**src/rtl/flash_sr_pkg.sv**
```systemverilog
package flash_sr_pkg;
  localparam int BP_W = 3;

  typedef struct packed {
    logic setWel;
    logic clrWel;
    logic loadBp;
    logic startBusy;
    logic endBusy;
  } srStrobe_t;

  typedef enum logic [2:0] {
    OP_NONE, OP_BULK, OP_SECT, OP_PROG, OP_WRSR, OP_WRDI, OP_WREN
  } opKind_t;
endpackage

```
**src/rtl/flash_sr_dp.sv**
```systemverilog
module flash_sr_dp
  import flash_sr_pkg::*;
#(
  parameter int SECTORS = 32,
  localparam int SECT_W = $clog2(SECTORS)
) (
  input  logic              clk,
  input  logic              rstN,
  input  srStrobe_t         strb,
  input  logic [BP_W-1:0]   newProt,
  input  logic [SECT_W-1:0] sector,
  output logic              wel,
  output logic              wip,
  output logic              bpAny,
  output logic              sectorLocked,
  output logic [7:0]        statusOut
);
  logic [BP_W-1:0] bp;
  logic [SECT_W:0] lockCount;

  always_ff @(posedge clk or negedge rstN) begin
    if (!rstN) begin
      wel <= 1'b0;
      wip <= 1'b0;
      bp  <= '0;
    end else begin
      if (strb.clrWel || strb.endBusy) wel <= 1'b0;
      else if (strb.setWel)            wel <= 1'b1;
      if (strb.startBusy)    wip <= 1'b1;
      else if (strb.endBusy) wip <= 1'b0;
      if (strb.loadBp) bp <= newProt;
    end
  end

  // Locked share of the upper sectors per protect code
  always_comb begin
    case (bp)
      3'd0:    lockCount = '0;
      3'd1:    lockCount = (SECT_W+1)'(SECTORS >> 5);
      3'd2:    lockCount = (SECT_W+1)'(SECTORS >> 4);
      3'd3:    lockCount = (SECT_W+1)'(SECTORS >> 3);
      3'd4:    lockCount = (SECT_W+1)'(SECTORS >> 2);
      3'd5:    lockCount = (SECT_W+1)'(SECTORS >> 1);
      default: lockCount = (SECT_W+1)'(SECTORS);
    endcase
  end

  assign sectorLocked = ({1'b0, sector} >= ((SECT_W+1)'(SECTORS) - lockCount));
  assign bpAny        = |bp;
  assign statusOut    = {3'b000, bp, wel, wip};

  // A cycle can only start from a set latch
  assert_start_needs_wel_R3: assert property (@(posedge clk) disable iff (!rstN)
    $rose(wip) |-> $past(wel));
  // Completion clears the latch
  assert_end_clears_wel_R5: assert property (@(posedge clk) disable iff (!rstN)
    $fell(wip) |-> !wel);
  // Protect code changes only through an accepted status write
  assert_bp_change_R7: assert property (@(posedge clk) disable iff (!rstN)
    !$stable(bp) |-> ($past(wel) && !$past(wip) && wip));
endmodule

```
**src/rtl/flash_sr_ctrl.sv**
```systemverilog
module flash_sr_ctrl
  import flash_sr_pkg::*;
#(
  parameter int PROG_CYCLES       = 8,
  parameter int SECT_ERASE_CYCLES = 20,
  parameter int BULK_ERASE_CYCLES = 40,
  parameter int STATUS_WR_CYCLES  = 6,
  localparam int MAX_A  = (PROG_CYCLES > SECT_ERASE_CYCLES) ? PROG_CYCLES : SECT_ERASE_CYCLES,
  localparam int MAX_B  = (BULK_ERASE_CYCLES > STATUS_WR_CYCLES) ? BULK_ERASE_CYCLES : STATUS_WR_CYCLES,
  localparam int MAX_L  = (MAX_A > MAX_B) ? MAX_A : MAX_B,
  localparam int LEN_W  = $clog2(MAX_L + 1)
) (
  input  logic      clk,
  input  logic      rstN,
  input  logic      cmdWrEn,
  input  logic      cmdWrDis,
  input  logic      cmdWrStat,
  input  logic      cmdProg,
  input  logic      cmdSecErase,
  input  logic      cmdBulkErase,
  input  logic      wel,
  input  logic      wip,
  input  logic      bpAny,
  input  logic      sectorLocked,
  output srStrobe_t strb,
  output logic      opGrant,
  output logic      opRefuse
);
  localparam logic [LEN_W-1:0] PROG_M1 = LEN_W'(PROG_CYCLES - 1);
  localparam logic [LEN_W-1:0] SECT_M1 = LEN_W'(SECT_ERASE_CYCLES - 1);
  localparam logic [LEN_W-1:0] BULK_M1 = LEN_W'(BULK_ERASE_CYCLES - 1);
  localparam logic [LEN_W-1:0] WRSR_M1 = LEN_W'(STATUS_WR_CYCLES - 1);

  opKind_t          op;
  logic [LEN_W-1:0] cnt, loadVal;
  logic             grantN, refuseN;

  always_comb begin
    if (cmdBulkErase)     op = OP_BULK;
    else if (cmdSecErase) op = OP_SECT;
    else if (cmdProg)     op = OP_PROG;
    else if (cmdWrStat)   op = OP_WRSR;
    else if (cmdWrDis)    op = OP_WRDI;
    else if (cmdWrEn)     op = OP_WREN;
    else                  op = OP_NONE;
  end

  always_comb begin
    strb    = '0;
    grantN  = 1'b0;
    refuseN = 1'b0;
    loadVal = '0;
    if (!wip) begin
      unique case (op)
        OP_BULK: begin
          if (!wel) refuseN = 1'b1;
          else if (bpAny) begin refuseN = 1'b1; strb.clrWel = 1'b1; end
          else begin grantN = 1'b1; strb.startBusy = 1'b1; loadVal = BULK_M1; end
        end
        OP_SECT, OP_PROG: begin
          if (!wel) refuseN = 1'b1;
          else if (sectorLocked) begin refuseN = 1'b1; strb.clrWel = 1'b1; end
          else begin
            grantN = 1'b1;
            strb.startBusy = 1'b1;
            loadVal = (op == OP_SECT) ? SECT_M1 : PROG_M1;
          end
        end
        OP_WRSR: begin
          if (!wel) refuseN = 1'b1;
          else begin
            grantN = 1'b1; strb.startBusy = 1'b1; strb.loadBp = 1'b1; loadVal = WRSR_M1;
          end
        end
        OP_WRDI: strb.clrWel = 1'b1;
        OP_WREN: strb.setWel = 1'b1;
        default: ;
      endcase
    end else if (cnt == '0) begin
      strb.endBusy = 1'b1;
    end
  end

  always_ff @(posedge clk or negedge rstN) begin
    if (!rstN) begin
      cnt      <= '0;
      opGrant  <= 1'b0;
      opRefuse <= 1'b0;
    end else begin
      opGrant  <= grantN;
      opRefuse <= refuseN;
      if (strb.startBusy)           cnt <= loadVal;
      else if (wip && cnt != '0)    cnt <= cnt - 1'b1;
    end
  end

  // A refused operation never leaves a cycle running
  assert_refuse_idle_R10: assert property (@(posedge clk) disable iff (!rstN)
    opRefuse |-> !wip);
  // The timer only counts inside a busy window
  assert_timer_in_busy_R4: assert property (@(posedge clk) disable iff (!rstN)
    (cnt != '0) |-> wip);
  // A grant always shows up together with a fresh busy window
  assert_grant_busy_R11: assert property (@(posedge clk) disable iff (!rstN)
    opGrant |-> (wip && !$past(wip)));
endmodule

```
**src/rtl/flash_status_prot.sv**
```systemverilog
module flash_status_prot
  import flash_sr_pkg::*;
#(
  parameter int SECTORS           = 32,
  parameter int PROG_CYCLES       = 8,
  parameter int SECT_ERASE_CYCLES = 20,
  parameter int BULK_ERASE_CYCLES = 40,
  parameter int STATUS_WR_CYCLES  = 6,
  localparam int SECT_W = $clog2(SECTORS)
) (
  input  logic              clk,
  input  logic              rstN,
  input  logic              cmdWrEn,
  input  logic              cmdWrDis,
  input  logic              cmdWrStat,
  input  logic              cmdProg,
  input  logic              cmdSecErase,
  input  logic              cmdBulkErase,
  input  logic [SECT_W-1:0] cmdSector,
  input  logic [BP_W-1:0]   newProt,
  output logic [7:0]        statusOut,
  output logic              opGrant,
  output logic              opRefuse
);
  srStrobe_t strb;
  logic wel, wip, bpAny, sectorLocked;

  flash_sr_ctrl #(
    .PROG_CYCLES(PROG_CYCLES), .SECT_ERASE_CYCLES(SECT_ERASE_CYCLES),
    .BULK_ERASE_CYCLES(BULK_ERASE_CYCLES), .STATUS_WR_CYCLES(STATUS_WR_CYCLES)
  ) uCtrl (
    .clk(clk), .rstN(rstN),
    .cmdWrEn(cmdWrEn), .cmdWrDis(cmdWrDis), .cmdWrStat(cmdWrStat),
    .cmdProg(cmdProg), .cmdSecErase(cmdSecErase), .cmdBulkErase(cmdBulkErase),
    .wel(wel), .wip(wip), .bpAny(bpAny), .sectorLocked(sectorLocked),
    .strb(strb), .opGrant(opGrant), .opRefuse(opRefuse)
  );

  flash_sr_dp #(.SECTORS(SECTORS)) uDp (
    .clk(clk), .rstN(rstN), .strb(strb), .newProt(newProt), .sector(cmdSector),
    .wel(wel), .wip(wip), .bpAny(bpAny), .sectorLocked(sectorLocked),
    .statusOut(statusOut)
  );
endmodule

```
**config.mk**
```make
export PLATFORM = sky130hd
export DESIGN_NAME = flash_status_prot
export DESIGN_NICKNAME = d
export VERILOG_FILES = /design/src/rtl/flash_sr_pkg.sv /design/src/rtl/flash_sr_dp.sv /design/src/rtl/flash_sr_ctrl.sv /design/src/rtl/flash_status_prot.sv
export SDC_FILE = /design/constraint.sdc
export NUM_CORES = 1
export LEC_CHECK = 0
export CAP_MARGIN = 0
export CORE_ASPECT_RATIO = 1.4
export CORE_MARGIN = 2
export CORE_UTILIZATION = 31
export DETAILED_ROUTE_END_ITERATION = 8
export PLACE_DENSITY_LB_ADDON = 0.05
export SYNTH_ARGS = -nofsm -noshare
export SYNTH_HDL_FRONTEND = slang
export SYNTH_SLANG_ARGS = --single-unit
export TNS_END_PERCENT = 20
```
**constraint.sdc**
```tcl
create_clock -name clk -period 2.94 [get_ports clk]
set_input_delay 0.588 -clock clk [delete_from_list [all_inputs] [get_ports clk]]
set_output_delay 0.588 -clock clk [all_outputs]
set_load 0.05 [all_outputs]
```
==> reports/results.ini, run 1 <==
[sta]
finalSetupTns_ps=0
tightest_slew_ps=572
fmax_mhz=366
finalHoldViolCount=0
fin_crit_sh=0.930
setup_viol_count_final=0
worst_slack_ps=207
fin_hold_ws_ps=575
max_slew_margin=0.617
fin_crit_ps=2730
rsz0062_at_grt=no
finalClockSkew_ps=9.11
drv_slew=0

[worst_setup_path]
r2r-end=uCtrl.cnt[2]
rr_startpoint=uDp.bp[2]
r2r_cells=10
worstPathArrival_ps=2860
cp-start-kind=register
critical_path_class=reg2reg
cp.required_ps=3060
path_max_fanout=5
critPathLaunch=uDp.bp[2]
crit_path_end_kind=register
r2r_slack_ps=210

[clock_tree]
clock_latency_ps=250
clkTransAtPathRegs_ps=60
cts_tree=done
cts-root-buf=clkbuf_8
clkSinkCount=13
cts_buffers=3
clk_path_buf_depth=2
htree_levels=1

[global_routing]
grt_pass1_wl_um=3680
grt_pass1_vias=838
antenna_found_initial=0
grtUsageTotal=0.132
overflow=0
grt_max_degree=14

[floorplan]
core_area_sq_um=3090
ios=26
die_area_sq_um=3720
die_h_um=71.4
rows=24
initial_core_util=0.325
die_width_um=52.1

[route]
drt-total-wl_um=2100
drtPass1Iterations=2
drc=0
wl_met2_um=1120
wl_met1_um=881
wl_per_cell_um=12.3
drt_iter0_drc=15
wl_met3_um=53
antenna_left=0
vias_per_cell=4.82
via_count=825
topRoutingLayerUsed=met4

[synthesis]
synthCells=108
yosysMostFrequentCell=dfrtp_1
synth-edff-count=0
yosys-top-cells-count=dfrtp_1 (13), nand2_1 (11), ha_1 (8), inv_1 (8), nor2_1 (7)
netlist_area_sq_um=1000
synthArstFlopShare=1.00
synth_cell_types=40
yosysWarningCount=0
synth_top_area_frac=0.324
avgSynthCellArea_sq_um=9.30
synth_top_area_cell=dfrtp_1
ys_seq_elements=13
ys_seq_area_frac=0.324
yosys-top-cells-area=dfrtp_1 (32%), ha_1 (10%), nand2_1 (4.1%)
synth_ff_type=dfrtp_1

[hold_path]
hold_depth=1
holdCritStartpoint=uDp.wel
hold_end=uCtrl.opRefuse
worstHoldPathType=reg2reg

[run]
maxCapViolations=0

[placed_design]
dpl_cell_area_sq_um=1250
routabilityCongestion=0.782
dp_slack_ps=197
place_hpwl_um=1740
dp.cells=167
portBuffers=22

[cells_and_area]
drive_above_1_share=0.167
final_core_util=0.420
syn2layout_area_growth_pct=29.3
instances_no_fill=171
antenna_cells=0
nNetsFinal=157
design_area_sq_um=1300

[outcome]
status=complete, no violations

[pwr]
p_per_area_nw_per_um2=1020
peakVddDrop_mv=0.464
p_leak_nw=0.550
power_mw=1.32

==> cell type report <==
class	instances	area, sq um
timing repair buffer	26	250
sequential	13	327
clock buffer	3	41.3
clock inverter	1	5.00
multi-input combinational	81	597
inverter	8	30.0
fill	331	1790
tap	39	48.8
==> flip-flops by register name, indices dropped and copies added (netlist names) <==
name and count:
uCtrl.opGrant 1, uCtrl.cnt 6, uDp.wel 1, uCtrl.opRefuse 1, uDp.bp 3, uDp.wip 1
==> layout by cell type, fill, tap and decap left out, types with 4 or more instances in the layout <==
master / instances
dfrtp_1: 12
nor2_1: 7
o21ai_0: 4
nand2_1: 11
buf_4: 4
inv_1: 8
a21oi_1: 6
ha_1: 8
clkdlybuf4s50_1: 22
==> cell families (layout without fill, tap and decap cells) <==
logic type / after synthesis / in the layout / share of synthesized area
adder cells (fa/ha/maj): 8 / 8 / 0.0996
XOR/XNOR: 3 / 3 / 0.0262
multiplexers: 7 / 7 / 0.0785
other: 1 / 3 / 0.00373
buffers and inverters: 16 / 38 / 0.0946
flip-flops: 13 / 13 / 0.324
AO/OA/AOI/OAI: 22 / 22 / 0.168
AND/OR/NAND/NOR: 38 / 38 / 0.206
==> how the worst max path moves through the flow <==
stage	cells past startpoint	slack, ps	to
after floorplan	10	5	uCtrl.cnt[2]
after global placement	10	230	uCtrl.cnt[2]
after detailed placement	10	200	uCtrl.cnt[2]
after CTS	10	180	uCtrl.cnt[2]
after global routing	10	30	uCtrl.cnt[2]
final	10	210	uCtrl.cnt[2]
==> what timing repair did <==
| action | in CTS | in global routing |
|---|---|---|
| buffers inserted | 0 | 0 |
| resized for setup | 0 | 1 |
| setup endpoints to repair | 0 | 1 |
| hold buffers | 0 | 0 |
==> where the power goes <==
group / switching [mW] / total [mW] / internal (mW)
Clock: 0.0650 / 0.158 / 0.0935
Combinational: 0.478 / 0.828 / 0.350
Sequential: 0.0738 / 0.334 / 0.260
==> worst max-delay path, cell delays in order (launching register included) <==
cell	delay (ps)
dfrtp_1	380
or3b_2	470
ha_1	250
nor3b_2	160
a21oi_1	50
mux2i_1	140
ha_1	260
a21oi_1	150
o21ai_2	130
a211o_2	360
mux2_4	250
==> per-layer routing <==
metal / vias to the layer above / GRT usage
met5: - / 0
met4: 0 / 0.0702
met3: 5 / 0.0188
met2: 14 / 0.231
met1: 388 / 0.149
li1: 418 / -
Power figures use the tool's default switching activity.
==> run 2: changes to the inputs <==
--- a/config.mk
+++ b/config.mk
@@ -6,7 +6,6 @@
 export NUM_CORES = 1
 export LEC_CHECK = 0
 export CAP_MARGIN = 0
-export CORE_ASPECT_RATIO = 1.4
 export CORE_MARGIN = 2
 export CORE_UTILIZATION = 31
 export DETAILED_ROUTE_END_ITERATION = 8
==> run 2 against run 1 <==
  * Final cell count rose by 2.9%
  * Clock-buffer cell count did not move
  * Sequential share of layout area rose by 0.24 points
==> reports/results.ini, run 2 (synthesis gave the netlist of run 1 again) <==
[outcome]
status=complete, no violations  ; unchanged

[placed_design]
dpl_cell_area_sq_um=1250  ; about the same
portBuffers=22  ; unchanged
place_hpwl_um=1690  ; was 1740 um
routabilityCongestion=0.715  ; was 0.782

[sta]
finalSetupTns_ps=0  ; unchanged
fin_crit_sh=0.924  ; was 0.930
fmax_mhz=368  ; was 366 MHz
setup_viol_count_final=0  ; unchanged
tightest_slew_ps=635  ; was 572 ps
finalHoldViolCount=0  ; unchanged
max_slew_margin=0.575  ; was 0.617
finalClockSkew_ps=5.74  ; was 9.11 ps
rsz0062_at_grt=no  ; unchanged
drv_slew=0  ; unchanged
fin_crit_ps=2720  ; was 2730 ps

[worst_setup_path]
critPathLaunch=uDp.bp[2]  ; unchanged
cp-start-kind=register  ; unchanged
crit_slowest_cell=or3b_2  ; unchanged
worstPathCellList=or3b_2, ha_1, nor3b_2, a21oi_1, mux2i_1, ha_1, a21oi_1, o21ai_2, a211o_2, mux2_4  ; unchanged
cpPeakStageDelay_ps=470  ; about the same
cp.required_ps=3110  ; was 3060 ps
critical_path_class=reg2reg  ; unchanged
cp_top_family=compound AO/OA/AOI/OAI gates  ; unchanged
path_max_fanout=5  ; unchanged
worst-path-buf-inv=0  ; unchanged
rr_startpoint=uDp.bp[2]  ; unchanged
worstPathArrival_ps=2890  ; was 2860 ps
crit_path_end_kind=register  ; unchanged

[cells_and_area]
design_area_sq_um=1290  ; was 1300 sq um
layout_common_cells=clkdlybuf4s50_1 (22), dfrtp_1 (12), nand2_1 (11)  ; unchanged
drive_above_1_share=0.167  ; unchanged
largest_register_ffs=6  ; unchanged
syn2layout_area_growth_pct=28.0  ; was 29.3%
nNetsFinal=157  ; unchanged
antenna_cells=0  ; unchanged
top_regs=uCtrl.cnt (6), uDp.bp (3)  ; unchanged
regMostFlops=uCtrl.cnt  ; unchanged
layout_commonest_cell=clkdlybuf4s50_1  ; unchanged
final_core_util=0.418  ; was 0.420

[global_routing]
antenna_found_initial=0  ; unchanged
grt_pass1_vias=818  ; was 838
grtUsageTotal=0.131  ; was 0.132
grt_pass1_wl_um=3520  ; was 3680 um
grt_max_degree=14  ; unchanged
overflow=0  ; unchanged

[floorplan]
die_width_um=60.9  ; was 52.1 um
ios=26  ; unchanged
die_area_sq_um=3710  ; was 3720 sq um
die_h_um=60.9  ; was 71.4 um
rows=20  ; was 24
initial_core_util=0.326  ; was 0.325
core_area_sq_um=3080  ; was 3090 sq um

[pwr]
peakVddDrop_mv=0.385  ; was 0.464 mV
power_frac_seq=0.258  ; was 0.253
share_comb_of_total_power=0.652  ; was 0.627
intPower_mw=0.660  ; was 0.704 mW
p_leak_nw=0.542  ; was 0.550 nW
p_clk_frac=0.090  ; was 0.120
p_sw_frac=0.482  ; was 0.467
power_mw=1.27  ; was 1.32 mW
p_per_area_nw_per_um2=991  ; was 1020 nW/um^2
switching_power_mw=0.615  ; was 0.617 mW

[clock_tree]
cts_tree=done  ; unchanged
htree_levels=1  ; unchanged
cts-resized-gates=0  ; unchanged
holdBufCountCts=0  ; unchanged
clkSinkCount=13  ; unchanged
clock_latency_ps=280  ; was 250 ps
clk_path_buf_depth=2  ; unchanged
clkTransAtPathRegs_ps=90  ; was 60 ps
cts_setup_buffers=0  ; unchanged
cts-root-buf=clkbuf_4  ; was clkbuf_8
cts_buffers=3  ; unchanged

[run]
maxCapViolations=0  ; unchanged

[route]
antenna_left=0  ; unchanged
drt_iter0_drc=19  ; was 15
drc=0  ; unchanged
vias_per_cell=4.73  ; was 4.82
via_count=832  ; was 825
wl_per_cell_um=11.8  ; was 12.3 um
drtPass1Iterations=4  ; was 2
drt-total-wl_um=2080  ; was 2100 um

[hold_path]
worstHoldPathType=reg2reg  ; unchanged
holdCritStartpoint=uDp.wel  ; unchanged

-- run 2: power by group through the flow --
stage                     clock network (mW)  registers, mW  logic [mW]
final                                  0.114          0.329       0.831
after global routing                   0.129          0.340       0.919
after CTS                              0.118          0.329       0.837
after detailed placement                   0          0.333       0.832
after global placement                     0          0.331       0.834
after floorplan                            0          0.396       0.588
-- run 2: final cells by class --
class                      count  area (sq um)
tap                           44          55.1
multi-input combinational     81           597
sequential                    13           327
clock buffer                   3          22.5
inverter                       8          30.0
clock inverter                 1          5.00
fill                         332          1790
timing repair buffer          26           250
-- run 2: path summary, 6_finish.rpt --
kind | cells after the start | slack, ps | endpoint
worst min register to register | 1 | 550 | uCtrl.opRefuse
worst max-delay path | 10 | 220 | uCtrl.cnt[2]
min in group asynchronous | 1 | 700 | uDp.wel
worst max register to register | 10 | 220 | uCtrl.cnt[2]
worst min-delay path | 1 | 550 | uCtrl.opRefuse
max in group asynchronous | 1 | 1790 | uDp.bp[1]
-- run 2: per-layer routing --
metal	share of wire	vias up	routed length, um	GRT usage
li1	-	419	-	-
met2	0.51	11	1070	0.223
met4	0.013	0	27	0.0714
met1	0.46	400	947	0.163
met3	0.018	2	38	0.0128
met5	0	-	0	0
-- run 2: metrics by stage --
stage | std cells | setup WS (ps) | hold slack, ps
floorplan | 110 | 4.75 | 292
global placement | 172 | 226 | 548
detailed placement | 172 | 209 | 532
CTS | 176 | 195 | 547
global route | 176 | 26.3 | 611
finish | 176 | 224 | 546
-- run 2: worst reg2reg max path, stage by stage, from the launching register on --
cell,delay [ps]
dfrtp_1,380
or3b_2,470
ha_1,250
nor3b_2,170
a21oi_1,50
mux2i_1,130
ha_1,260
a21oi_1,150
o21ai_2,130
a211o_2,370
mux2_4,250
==> run 3: changes to the inputs <==
--- a/config.mk
+++ b/config.mk
@@ -9,6 +9,7 @@
 export CORE_MARGIN = 2
 export CORE_UTILIZATION = 31
 export DETAILED_ROUTE_END_ITERATION = 8
+export HOLD_SLACK_MARGIN = 0.03
 export PLACE_DENSITY_LB_ADDON = 0.05
 export SYNTH_ARGS = -nofsm -noshare
 export SYNTH_HDL_FRONTEND = slang
==> constraint.sdc (replaced) <==
create_clock -name clk -period 3.35 [get_ports clk]
set_input_delay 0.67 -clock clk [delete_from_list [all_inputs] [get_ports clk]]
set_output_delay 0.67 -clock clk [all_outputs]
set_load 0.05 [all_outputs]
==> run 3 against run 2 <==
  * Non-clock buffer count down 4
  * Clock-buffer cell count unchanged
  * Critical path depth stayed put
  * Sequential share of layout area increased by 0.64 points
  * Core utilization decreased by 1.2 points
  * Largest cell class unchanged
==> reports/results.ini, run 3 (synthesis gave the netlist of run 1 again) <==
[outcome]
status=complete, no violations  ; unchanged

[hold_path]
hold_end=uCtrl.opRefuse  ; unchanged
hold_depth=1  ; unchanged
worstHoldPathType=reg2reg  ; unchanged
holdCritStartpoint=uDp.wel  ; unchanged

[cells_and_area]
top_regs=uCtrl.cnt (6), uDp.bp (3)  ; unchanged
layout_commonest_cell=clkdlybuf4s50_1  ; unchanged
regMostFlops=uCtrl.cnt  ; unchanged
design_area_sq_um=1250  ; was 1290 sq um
antenna_cells=0  ; unchanged
nNetsFinal=153  ; was 157
largest_register_ffs=6  ; unchanged
syn2layout_area_growth_pct=24.4  ; was 28.0%
layout_common_cells=clkdlybuf4s50_1 (22), dfrtp_1 (13), nand2_1 (11)  ; was clkdlybuf4s50_1 (22), dfrtp_1 (12), nand2_1 (11)
instances_no_fill=172  ; was 176
drive_above_1_share=0.125  ; was 0.167
fill_cells=323  ; was 332

[sta]
rsz0062_at_grt=no  ; unchanged
fin_crit_sh=0.875  ; was 0.924
fin_crit_ps=2930  ; was 2720 ps
finalHoldViolCount=0  ; unchanged
worst_slack_ps=420  ; was 224 ps
drv_slew=0  ; unchanged
max_slew_margin=0.594  ; was 0.575
fmax_mhz=341  ; was 368 MHz
fin_hold_ws_ps=573  ; was 546 ps
finalSetupTns_ps=0  ; unchanged
finalClockSkew_ps=8.20  ; was 5.74 ps
tightest_slew_ps=608  ; was 635 ps
setup_viol_count_final=0  ; unchanged

[pwr]
p_per_area_nw_per_um2=863  ; was 991 nW/um^2
peakVddDrop_mv=0.318  ; was 0.385 mV
p_leak_nw=0.521  ; was 0.542 nW

[clock_tree]
cts_buffers=3  ; unchanged
clkSinkCount=13  ; unchanged
cts-resized-gates=0  ; unchanged
cts_tree=done  ; unchanged
holdBufCountCts=0  ; unchanged
htree_levels=1  ; unchanged
cts-root-buf=clkbuf_4  ; unchanged
cts_setup_buffers=0  ; unchanged
clk_path_buf_depth=2  ; unchanged
clock_latency_ps=280  ; about the same
clkTransAtPathRegs_ps=90  ; about the same

[global_routing]
grt_max_degree=14  ; unchanged
overflow=0  ; unchanged
antenna_found_initial=0  ; unchanged
grtUsageTotal=0.125  ; was 0.131
grt_pass1_vias=756  ; was 818
grt_pass1_wl_um=3350  ; was 3520 um

[floorplan]
core_area_sq_um=3080  ; unchanged
die_width_um=60.9  ; unchanged
rows=20  ; unchanged
die_h_um=60.9  ; unchanged
ios=26  ; unchanged
initial_core_util=0.326  ; unchanged
die_area_sq_um=3710  ; unchanged

[route]
drt-total-wl_um=2000  ; was 2080 um
antenna_left=0  ; unchanged
drtPass1Iterations=4  ; unchanged
vias_per_cell=4.66  ; was 4.73
drc=0  ; unchanged
drt_iter0_drc=10  ; was 19
via_count=802  ; was 832
wl_per_cell_um=11.6  ; was 11.8 um

[worst_setup_path]
cpPeakStageDelay_ps=490  ; was 470 ps
worstPathArrival_ps=3090  ; was 2890 ps
r2r-end=uCtrl.cnt[2]  ; unchanged
r2r_slack_ps=420  ; was 220 ps
rr_startpoint=uDp.bp[1]  ; was uDp.bp[2]
worstPathCellList=or3b_2, ha_1, nor3b_1, a21oi_1, mux2i_1, ha_1, a21oi_1, o21ai_2, a211o_2, mux2_4  ; was or3b_2, ha_1, nor3b_2, a21oi_1, mux2i_1, ha_1, a21oi_1, o21ai_2, a211o_2, mux2_4
r2r_cells=10  ; unchanged
path_max_fanout=10  ; was 5
critical_path_class=reg2reg  ; unchanged
cp-start-kind=register  ; unchanged
crit_slowest_cell=dfrtp_1  ; was or3b_2
crit_path_end_kind=register  ; unchanged
cp.required_ps=3510  ; was 3110 ps

[placed_design]
dp_slack_ps=456  ; was 209 ps
place_hpwl_um=1610  ; was 1690 um
dpl_cell_area_sq_um=1220  ; was 1250 sq um
portBuffers=22  ; unchanged
dp.cells=168  ; was 172
routabilityCongestion=0.728  ; was 0.715

[run]
maxCapViolations=0  ; unchanged

run 3: cell count changes in the layout (fill, tap and decap cells not counted):
cell and delta:
nor3b_1 +1, dfrtp_1 +1, buf_4 -4, dfrtp_2 -1, nor3b_2 -1
run 3: worst max path at each step:
stage / start / end / slack [ps] / cells past startpoint
floorplan: uDp.bp[1] / uCtrl.cnt[2] / 300 / 11
global placement: uDp.bp[1] / uCtrl.cnt[2] / 530 / 10
detailed placement: uDp.bp[1] / uCtrl.cnt[2] / 460 / 10
CTS: uDp.bp[1] / uCtrl.cnt[2] / 420 / 10
global route: uDp.bp[1] / uCtrl.cnt[2] / 190 / 10
finish: uDp.bp[1] / uCtrl.cnt[2] / 420 / 10
run 3: per-layer routing:
layer,vias to the layer above,track usage,wire (um)
li1,413,-,-
met4,0,0.0652,11
met3,2,0.0256,40
met1,378,0.149,936
met2,9,0.212,1010
met5,-,0,0
run 3: worst max-delay path: cells and delay by family (launching register included):
family | cells | cell delay, ps
mux | 2 | 420
simple gates | 2 | 650
fa+ha+maj | 2 | 510
flops | 1 | 490
compound gates | 4 | 750
run 3: report_power, final:
group	switching (mW)	internal (mW)
Combinational	0.394	0.281
Clock	0.0542	0.0442
Sequential	0.0772	0.227
run 3: cell type report:
type	instances	area [sq um]	area share
Clock inverter	1	5.00	0.00400
Clock buffer	3	22.5	0.0180
Sequential cell	13	325	0.260
Timing Repair Buffer	22	220	0.176
Inverter	8	30.0	0.0240
Tap cell	44	55.1	0.0440
Multi-Input combinational cell	81	592	0.473
run 3: through the flow:
step / util / power, mW
after global routing: 0.406 / 1.18
after floorplan: - / 0.862
after global placement: 0.397 / 0.990
after CTS: 0.406 / 1.10
final: 0.406 / 1.08
after detailed placement: 0.397 / 0.991
